<file path="config.mk">
export PLATFORM = sky130hd
export DESIGN_NAME = logic_cell
export DESIGN_NICKNAME = d
export VERILOG_FILES = /design/src/rtl/logic_cell_pkg.sv /design/src/rtl/cfg_chain.sv /design/src/rtl/lut_read.sv /design/src/rtl/cell_out_bit.sv /design/src/rtl/logic_cell.sv
export SDC_FILE = /design/constraint.sdc
export NUM_CORES = 1
export LEC_CHECK = 0
export BUFFER_PORTS_ARGS = -buffer_cell sky130_fd_sc_hd__buf_2
export CORE_MARGIN = 10
export CORE_UTILIZATION = 45
export DETAILED_ROUTE_END_ITERATION = 8
export GPL_ROUTABILITY_DRIVEN = 0
export GPL_TIMING_DRIVEN = 0
export PLACE_DENSITY = 0.77
export RECOVER_POWER = 50
export SYNTH_ARGS = -nofsm -noshare
export SYNTH_HDL_FRONTEND = slang
export SYNTH_HIERARCHICAL = 1
export SYNTH_SLANG_ARGS = --single-unit
</file>
<file path="constraint.sdc">
create_clock -name clk -period 1.35 [get_ports clk]
set_input_delay 0.0675 -clock clk [delete_from_list [all_inputs] [get_ports clk]]
set_output_delay 0.0675 -clock clk [all_outputs]
set_load 0.02 [all_outputs]
</file>
<file path="src/rtl/logic_cell_pkg.sv">
// Shared types and sizing helpers for the programmable logic cell.
// Assumes the table has 2**addr_w rows, each out_w bits wide.
package logic_cell_pkg;

    // Source of each cell output
    typedef enum logic {
        SRC_LUT = 1'b0,
        SRC_FF  = 1'b1
    } out_src_e;

    // Total configuration bits: table contents plus one mode bit per output
    function automatic int cfg_width(input int addr_w, input int out_w);
        return (1 << addr_w) * out_w + out_w;
    endfunction

endpackage

</file>
<file path="src/rtl/cfg_chain.sv">
// Serial configuration shift register; its parallel contents are the cell's
// configuration memory. Shifts toward the MSB, so the first bit loaded
// ends up in bit WIDTH-1. Assumes WIDTH >= 2. Not reset by design.
module cfg_chain #(
    parameter int WIDTH = 18
) (
    input  logic             clk,
    input  logic             shift_en,
    input  logic             ser_in,
    output logic             ser_out,
    output logic [WIDTH-1:0] word
);

    // Shift one bit in per enabled edge, otherwise hold
    always_ff @(posedge clk) begin
        if (shift_en) begin
            word <= {word[WIDTH-2:0], ser_in};
        end
    end

    // Oldest bit leaves the chain for the next cell
    assign ser_out = word[WIDTH-1];

endmodule

</file>
<file path="src/rtl/lut_read.sv">
// Truth-table read port. Row e is stored with its highest data bit first,
// and row 0 occupies the most significant end of table_bits.
// Assumes the table bits are stable outside configuration loads.
module lut_read #(
    parameter int ADDR_W = 3,
    parameter int OUT_W  = 2
) (
    input  logic [(1<<ADDR_W)*OUT_W-1:0] table_bits,
    input  logic [ADDR_W-1:0]            addr,
    output logic [OUT_W-1:0]             data
);

    localparam int ENTRIES  = 1 << ADDR_W;
    localparam int LUT_BITS = ENTRIES * OUT_W;

    logic [OUT_W-1:0] rows [ENTRIES];

    // Slice the flat table into rows
    for (genvar e = 0; e < ENTRIES; e++) begin : g_row
        assign rows[e] = table_bits[LUT_BITS-1-e*OUT_W -: OUT_W];
    end

    // Select the addressed row
    assign data = rows[addr];

endmodule

</file>
<file path="src/rtl/cell_out_bit.sv">
// One output slice: a flip-flop capturing the table bit, and a 2:1 selection
// between flip-flop and raw table bit. During configuration (hold high)
// the flip-flop keeps its value and the output is forced low.
module cell_out_bit
    import logic_cell_pkg::*;
(
    input  logic clk,
    input  logic rst_n,
    input  logic hold,
    input  logic lut_bit,
    input  logic use_reg,
    output logic q,
    output logic y
);

    // Capture the table bit unless a load is in progress
    always_ff @(posedge clk) begin
        if (!rst_n) begin
            q <= 1'b0;
        end else if (!hold) begin
            q <= lut_bit;
        end
    end

    // Choose the output source, blanked during a load
    always_comb begin
        if (hold) begin
            y = 1'b0;
        end else if (out_src_e'(use_reg) == SRC_FF) begin
            y = q;
        end else begin
            y = lut_bit;
        end
    end

endmodule

</file>
<file path="src/rtl/logic_cell.sv">
// Programmable logic cell: an addressable truth table with one optional
// flip-flop per output, configured through a single serial chain.
// Configuration word (MSB first): table rows 0..N-1 (highest data bit first),
// then mode bits from the highest output down to output 0.
module logic_cell
    import logic_cell_pkg::*;
#(
    parameter int ADDR_W = 3,
    parameter int OUT_W  = 2
) (
    input  logic              clk,
    input  logic              rst_n,
    input  logic              cfg_en,
    input  logic              cfg_in,
    output logic              cfg_out,
    input  logic [ADDR_W-1:0] sel_in,
    output logic [OUT_W-1:0]  cell_out
);

    localparam int CFG_W    = cfg_width(ADDR_W, OUT_W);
    localparam int LUT_BITS = CFG_W - OUT_W;

    logic [CFG_W-1:0]    cfg_word;
    logic [LUT_BITS-1:0] table_bits;
    logic [OUT_W-1:0]    mode_bits;
    logic [OUT_W-1:0]    lut_data;
    logic [OUT_W-1:0]    ff_q;

    // Configuration memory loaded serially
    cfg_chain #(
        .WIDTH(CFG_W)
    ) u_chain (
        .clk     (clk),
        .shift_en(cfg_en),
        .ser_in  (cfg_in),
        .ser_out (cfg_out),
        .word    (cfg_word)
    );

    // Split the word into table and mode fields
    assign table_bits = cfg_word[CFG_W-1:OUT_W];
    assign mode_bits  = cfg_word[OUT_W-1:0];

    // Table lookup
    lut_read #(
        .ADDR_W(ADDR_W),
        .OUT_W (OUT_W)
    ) u_lut (
        .table_bits(table_bits),
        .addr      (sel_in),
        .data      (lut_data)
    );

    // One register and output selection per output bit
    for (genvar d = 0; d < OUT_W; d++) begin : g_out
        cell_out_bit u_bit (
            .clk    (clk),
            .rst_n  (rst_n),
            .hold   (cfg_en),
            .lut_bit(lut_data[d]),
            .use_reg(mode_bits[d]),
            .q      (ff_q[d]),
            .y      (cell_out[d])
        );
    end

endmodule

</file>
# Word-level counts from Yosys, hierarchy flattened

Index checks and enable logic that the tools add are counted.

Output and inout bits: 3
Input bits: 7
Bits in registers: 20

Bitwise operators: 1
Muxes and demuxes: 7
Magnitude comparators: 1

Operators by type and width:

| kind                                        | count |
|---|---|
| binary-select mux 2 bit (select 3 bit)      | 1 |
| >= comparator 4 bit (second input constant) | 1 |
| 2-to-1 mux 1 bit                            | 4 |
| 2-to-1 mux 2 bit                            | 2 |
| NOT 3 -> 4 bit                              | 1 |

# Depth between registers and ports, before layout

Gate-level depths: netlist of run 1.

Word-level depth: 6
Depth in mapped cells: 5
Mapped depth without buffers: 4

# By module

The synthesis of run 1 kept the hierarchy.

By module, submodules not included:

| module       | cells each | instances | seq. area each (um2) | area an instance (um2) |
|---|---|---|---|---|
| cfg_chain    | 19         | 1         | 540.5                | 548.0 |
| lut_read     | 6          | 1         | 0.0                  | 127.6 |
| cell_out_bit | 5          | 2         | 20.0                 | 50.0 |

# Least setup slack after synthesis of run 1

Ideal clock, no wire load.

Path type: reg2out
From: reg u_chain.word[17]
To: out cell_out[1]
Cell stages (with the launch flop): 6
Arrival: 1.598 ns
Setup slack: -0.315 ns
Buffers on the path: 1
Cells stage by stage: edfxtp_1 buf_4 mux4_1 mux2_2 mux2i_1 nor2_1

Longest elaborated chain between the ends: 5

RTL lines:

| element                                             | line               | source |
|---|---|---|
| from (decl)                                         | cfg_chain.sv:11    | `output logic [WIDTH-1:0] word` |
| from (signal assigned)                              | cfg_chain.sv:17    | `word <= {word[WIDTH-2:0], ser_in};` |
| binary-select mux 2 bit (select 3 bit)              | lut_read.sv:24     | `assign data = rows[addr];` |
| 2-to-1 mux 2 bit (implied by the code) (2 in a row) | lut_read.sv:24     |  |
| via lut_data[1]                                     | logic_cell.sv:26   | `logic [OUT_W-1:0] lut_data;` |
| 2-to-1 mux 1 bit                                    | cell_out_bit.sv:29 | `end else if (out_src_e'(use_reg) == SRC_FF) begin` |
| 2-to-1 mux 1 bit                                    | cell_out_bit.sv:27 | `if (hold) begin` |
| to (decl)                                           | logic_cell.sv:17   | `output logic [OUT_W-1:0] cell_out` |

The timed path passes the listed nets, and every way through them passes these cells. The select of a mux whose other input is x is not followed.

# Final worst setup path of run 1

From: reg u_chain.word[2]
To: out cell_out[0]

The elaborated chain is that of the path after synthesis.

==> run metrics, run 1 <==
port bufs=9; Max-cap violations=0; Worst Clk Skew=0.00344 ns; delay-heaviest family, CP=multiplexers; Routed met1 length=491 um; H-tree level count=1; GRT overflow=0; Post-Synthesis Net Count=42; cell-internal power=892 uW; leakage power=0.343 nW; violated checks=setup timing; relative slew slack=67.3%; share of layout cells above drive strength 1=44.2%; Final Core Density=about 58%; Final min period=1.93 ns; switching part of the total=between 20% and 30%; crit path DAT=1.86 ns; Post-Place Setup Slack=-0.322 ns; Post-Synthesis Cells=35; Clk Latency, worst-skew pair=~0.3 ns; syn avg cell area=22.2 um^2; P&R area growth vs syn=17.6%; Worst path depth=5; RSZ-0062 raised after global routing=yes; synth warn=6; final setup violation count=4; metal2 WL=509 um; crit path cell chain=mux4_2, mux2_4, mux2i_1, nor2_2, buf_6; WL met3=155 um; worst endpoint required time=1.28 ns; Synth cell types=8; routed vias/inst=5.50; startpoint types=register; via count=about 370; pwr dens=1250 nW/um^2; reg2reg path depth=4; floorplan die height=61.5 um; gr usage total=7.38%; Hold WS=0.219 ns; status=complete, but fails checks; kind of critical path=reg2out; Initial Utilization=about 49%; Reg clk slew, reported paths=0.10 ns; net load switching power=247 uW; Detailed Routing Iterations Pass 1=4; Max Transition Viols Final=0; crit-path max cell delay=0.49 ns; first-iteration detailed-routing DRC count=9; Die Width=61.5 um; post-route ant nets=0; IO Count=10; Clock Power Share=25.0%; WL/cell=17.3 um; initial antenna violation count=0; final hold viol count=0; synthesis-stage register bit count=20; pin count of the biggest net entering global routing=23; CTS buffer count=3; mapped cell area=776 um^2; Worst Setup End Kind=output port; Comb pwr share=10.4%; CP max FO=2; Top Layer Used=met4; CTS sink cnt=20; Min-Delay Path Class=in2reg; vias in the first global route=388; cell depth of the worst hold path=4; wirelength, routed=1170 um; setup ws final=-0.579 ns; n_diodes=0; Nets=60; DRC viols=0; WP buf/inv=1; worst-margin pin slew=0.491 ns; CTS tree=done; worst-case clock buffer depth=2; Sequential Power Share=64.6%; Root Buffer=clkbuf_4; first-pass GRT wire length=1910 um; Std-Cell Rows=14; area of the die=3780 um^2; total core area=1580 um^2; Final TNS setup=-1.36 ns; post-synthesis sequential area ratio=74.8%; Crit-path slowest cell=mux4_2; peak supply drop=684 uV; period utilisation layout=143%; post-detail-place hpwl=849 um; fmax=between 500 and 600 MHz
## what timing repair did
action	CTS	global route
gates resized for setup	5	0
hold buffers	2	0
pin swaps	2	0
hold endpoints to repair	3	0
buffers inserted	3	0
endpoints found under the setup margin	4	4
## power by group through the flow
stage / registers (mW) / logic (mW) / clock network (mW)
final: 0.735 / 0.119 / 0.285
after global routing: 0.741 / 0.129 / 0.330
after CTS: 0.736 / 0.120 / 0.302
after detailed placement: 0.750 / 0.104 / 0
after global placement: 0.747 / 0.0999 / 0
after floorplan: 0.744 / 0.0630 / 0
## per-layer routing
metal,vias up,global-route usage (%)
met1,180,8.42
met2,15,9.37
met3,5,6.79
li1,174,-
met5,-,0
met4,0,2.87
## state kept, by name, summed over array words and instances (netlist names)
name,flops
u_chain/word,18
g_out.u_bit/q,2
## synthesized netlist by cell type
| cell | n | area (um^2) |
|---|---|---|
| mux2_2 | 2 | 22.5 |
| dfxtp_1 | 2 | 40.0 |
| nor2b_1 | 2 | 12.5 |
| mux4_1 | 4 | 105 |
| edfxtp_1 | 18 | 541 |
| nor2_1 | 2 | 7.51 |
| mux2i_1 | 4 | 40.0 |
| buf_4 | 1 | 7.51 |
## cell families (layout without fill, tap and decap cells)
family	after synthesis	in the layout	share of synthesized area, %
AND/OR/NAND/NOR	4	4	2.58
flip-flops	20	20	74.8
multiplexers	10	10	21.6
buffers and inverters	1	18	0.968
## layout by cell type, fill, tap and decap left out
master / n
buf_2: 7
buf_6: 2
edfxtp_1: 18
clkbuf_4: 3
buf_4: 3
dfxtp_1: 2
nor2_2: 2
mux2i_1: 4
nor2b_1: 2
mux2_4: 2
clkinv_1: 1
dlygate4sd3_1: 2
mux4_2: 4
## worst paths after layout
check,start,end,slack [ns]
max,u_chain/word[2],cell_out[0],-0.58
min,sel_in[1],g_out[1].u_bit/q,0.22
max reg2reg,u_chain/word[2],g_out[0].u_bit/q,-0.14
min reg2reg,u_chain/word[3],u_chain/word[4],0.46
## metrics by stage
step                      area (um^2)  instances  total power, mW
after CTS                         912         68             1.16
after global placement            842         60            0.847
final                             912         68             1.14
after global routing              912         68             1.20
after floorplan                   777         35            0.807
after detailed placement          842         60            0.854
## worst reg2reg max path, delay by kind of cell (launching register included)
| family | cells | cell delay, ns |
|---|---|---|
| muxes | 3 | 0.90 |
| and+or+nand+nor | 1 | 0.06 |
| DFF | 1 | 0.43 |
## cell type report
cell class                      count  area [um^2]
Clock buffer                        3         22.5
Tap cell                           16         20.0
Multi-Input combinational cell     14          185
Fill cell                         122          664
Clock inverter                      1         3.75
Timing Repair Buffer               14          100
Sequential cell                    20          581
No activity file was read; power rests on OpenSTA's default activity.
==> run 2, diff against run 1 <==
--- a/config.mk
+++ b/config.mk
@@ -5,13 +5,13 @@
 export SDC_FILE = /design/constraint.sdc
 export NUM_CORES = 1
 export LEC_CHECK = 0
-export BUFFER_PORTS_ARGS = -buffer_cell sky130_fd_sc_hd__buf_2
 export CORE_MARGIN = 10
 export CORE_UTILIZATION = 45
 export DETAILED_ROUTE_END_ITERATION = 8
+export DONT_BUFFER_PORTS = 1
 export GPL_ROUTABILITY_DRIVEN = 0
 export GPL_TIMING_DRIVEN = 0
-export PLACE_DENSITY = 0.77
+export PLACE_DENSITY = 0.72
 export RECOVER_POWER = 50
 export SYNTH_ARGS = -nofsm -noshare
 export SYNTH_HDL_FRONTEND = slang
==> run metrics, run 2 (synthesis results as in run 1) <==
Initial Utilization=49.2% (unchanged); period utilisation layout=150% (+7.1 points); area of the die=3780 um^2 (unchanged); Die Width=61.5 um (unchanged); final setup violation count=4 (unchanged); final hold viol count=0 (unchanged); via count=335 (-10%); IO Count=10 (unchanged); wirelength, routed=1230 um (+4.7%); Reg clk slew, reported paths=0.11 ns (about the same); Worst Clk Skew=0.00461 ns (+0.00117 ns); leakage power=0.303 nW (-12%); initial antenna violation count=0 (unchanged); port bufs=0 (-9); most frequent cells in the layout=edfxtp_1, clkbuf_4, mux2i_1, dlygate4sd3_1, mux4_2; worst-margin pin slew=0.884 ns (+0.393 ns); Placed Instance Area=797 um^2 (-5.3%); first-iteration detailed-routing DRC count=6 (-3); CTS sink cnt=20 (unchanged); crit path DAT=1.96 ns (+0.10 ns); status=complete, but fails checks; Root Buffer=clkbuf_4; first-pass GRT wire length=1810 um (-5.1%); kind of critical path=reg2out; CP max FO=2 (unchanged); Max Transition Viols Final=0 (unchanged); DRC viols=0 (unchanged); worst endpoint required time=1.28 ns (about the same); n_diodes=0 (unchanged); Max-cap violations=0 (unchanged); violated checks=setup timing; cell-internal power=882 uW (-1.1%); worst-case clock buffer depth=2 (unchanged); CTS tree=done; pin count of the biggest net entering global routing=21 (-8.7%); Clock Power Share=24.7% (-0.3 points); CTS buffer count=3 (unchanged); Sequential Power Share=66.5% (+1.9 points); H-tree level count=1 (unchanged); share of layout cells above drive strength 1=28.6% (-16 points); Clk Latency, worst-skew pair=0.29 ns (about the same); WL/cell=21.2 um (+23%); Nets=50 (-17%); crit path cell chain=buf_6, mux4_2, mux2_4, mux2i_1, nor2_2; post-route ant nets=0 (unchanged); Top Registers=u_chain/word: 18 flops, g_out.u_bit/q: 2 flops; pwr dens=1270 nW/um^2 (+2.1%); commonest non-fill, non-tap cell in the layout=edfxtp_1; GRT overflow=0 (unchanged); setup ws final=-0.675 ns (-0.0965 ns); RSZ-0062 raised after global routing=yes; gr usage total=7.01% (-0.37 points); fmax=494 MHz (-4.8%); P&R area growth vs syn=12.7%; max reg flops=18 (unchanged); Fillers=119 (-2.5%); startpoint types=register; switching part of the total=20.9% (-0.76 points); floorplan die height=61.5 um (unchanged); Final min period=2.03 ns (+0.0965 ns); Detailed Routing Iterations Pass 1=3 (-1); Hold WS=0.111 ns (-0.108 ns); relative slew slack=40.9% (-26 points); crit-path max cell delay=0.52 ns (+0.03 ns); routed vias/inst=5.78 (+5.0%); net load switching power=233 uW (-5.5%); Worst Setup End Kind=output port; vias in the first global route=366 (-5.7%); Crit-path slowest cell=edfxtp_1; peak supply drop=785 uV (+15%); post-route cell area=875 um^2 (-4.1%); Min-Delay Path Class=in2reg; Std-Cell Rows=14 (unchanged); largest reg by FF count=u_chain/word; Comb pwr share=8.8% (-1.6 points); total core area=1580 um^2 (unchanged)
-- run 2: what timing repair did --
action / 4_1_cts / 5_1_grt
resized for setup: 0 / 4
endpoints found under the hold margin: 21 / 0
buffers inserted: 0 / 0
endpoints found under the setup margin: 4 / 4
gates cloned: 0 / 0
hold buffers: 3 / 0
pin swaps: 1 / 1
-- run 2: area by class of cell --
type | instances | area [um^2] | share of cell area (%)
Timing Repair Buffer | 3 | 30.0 | 3.43
Sequential cell | 20 | 581 | 66.4
Clock buffer | 3 | 22.5 | 2.58
Buffer | 1 | 11.3 | 1.29
Tap cell | 16 | 20.0 | 2.29
Multi-Input combinational cell | 14 | 206 | 23.6
Clock inverter | 1 | 3.75 | 0.429
-- run 2: worst paths after layout --
kind | from | end | slack, ns | depth (start not counted)
worst max-delay path | u_chain/word[17] | cell_out[1] | -0.68 | 5
worst min-delay path | sel_in[1] | g_out[1].u_bit/q | 0.11 | 3
worst max register to register | u_chain/word[17] | g_out[1].u_bit/q | -0.35 | 5
worst min register to register | u_chain/word[3] | u_chain/word[4] | 0.46 | 0
-- run 2: power by group through the flow --
stage                     Sequential, mW  Combinational [mW]  Clock [mW]
after detailed placement           0.753              0.0698           0
after global routing               0.746               0.104       0.313
final                              0.741              0.0981       0.276
after floorplan                    0.744              0.0630           0
after CTS                          0.740              0.0872       0.285
after global placement             0.750              0.0683           0
-- run 2: layer usage --
metal	track usage [%]	wire length (um)
met5	0	0
met1	7.85	536
met3	4.12	83
met4	3.82	5
met2	10.2	603
-- run 2: worst max-delay path, delay by kind of cell, from the launching register on --
kind	cells	cell delay, ns
AND/OR/NAND/NOR	1	0.10
buffers and inverters	1	0.16
flip-flops	1	0.52
multiplexers	3	0.88
-- run 2: through the flow --
stage | util [%] | TNS, ns | worst slack (ns) | total power, mW | cells
2_1_floorplan | - | -0.630 | -0.304 | 0.807 | 35
3_3_place_gp | 50.6 | -0.938 | -0.359 | 0.818 | 51
3_5_place_dp | 50.6 | -1.03 | -0.353 | 0.823 | 51
4_1_cts | 54.1 | -1.74 | -0.692 | 1.11 | 58
5_1_grt | 55.5 | -1.95 | -0.768 | 1.16 | 58
6_report | 55.5 | -1.68 | -0.675 | 1.12 | 58
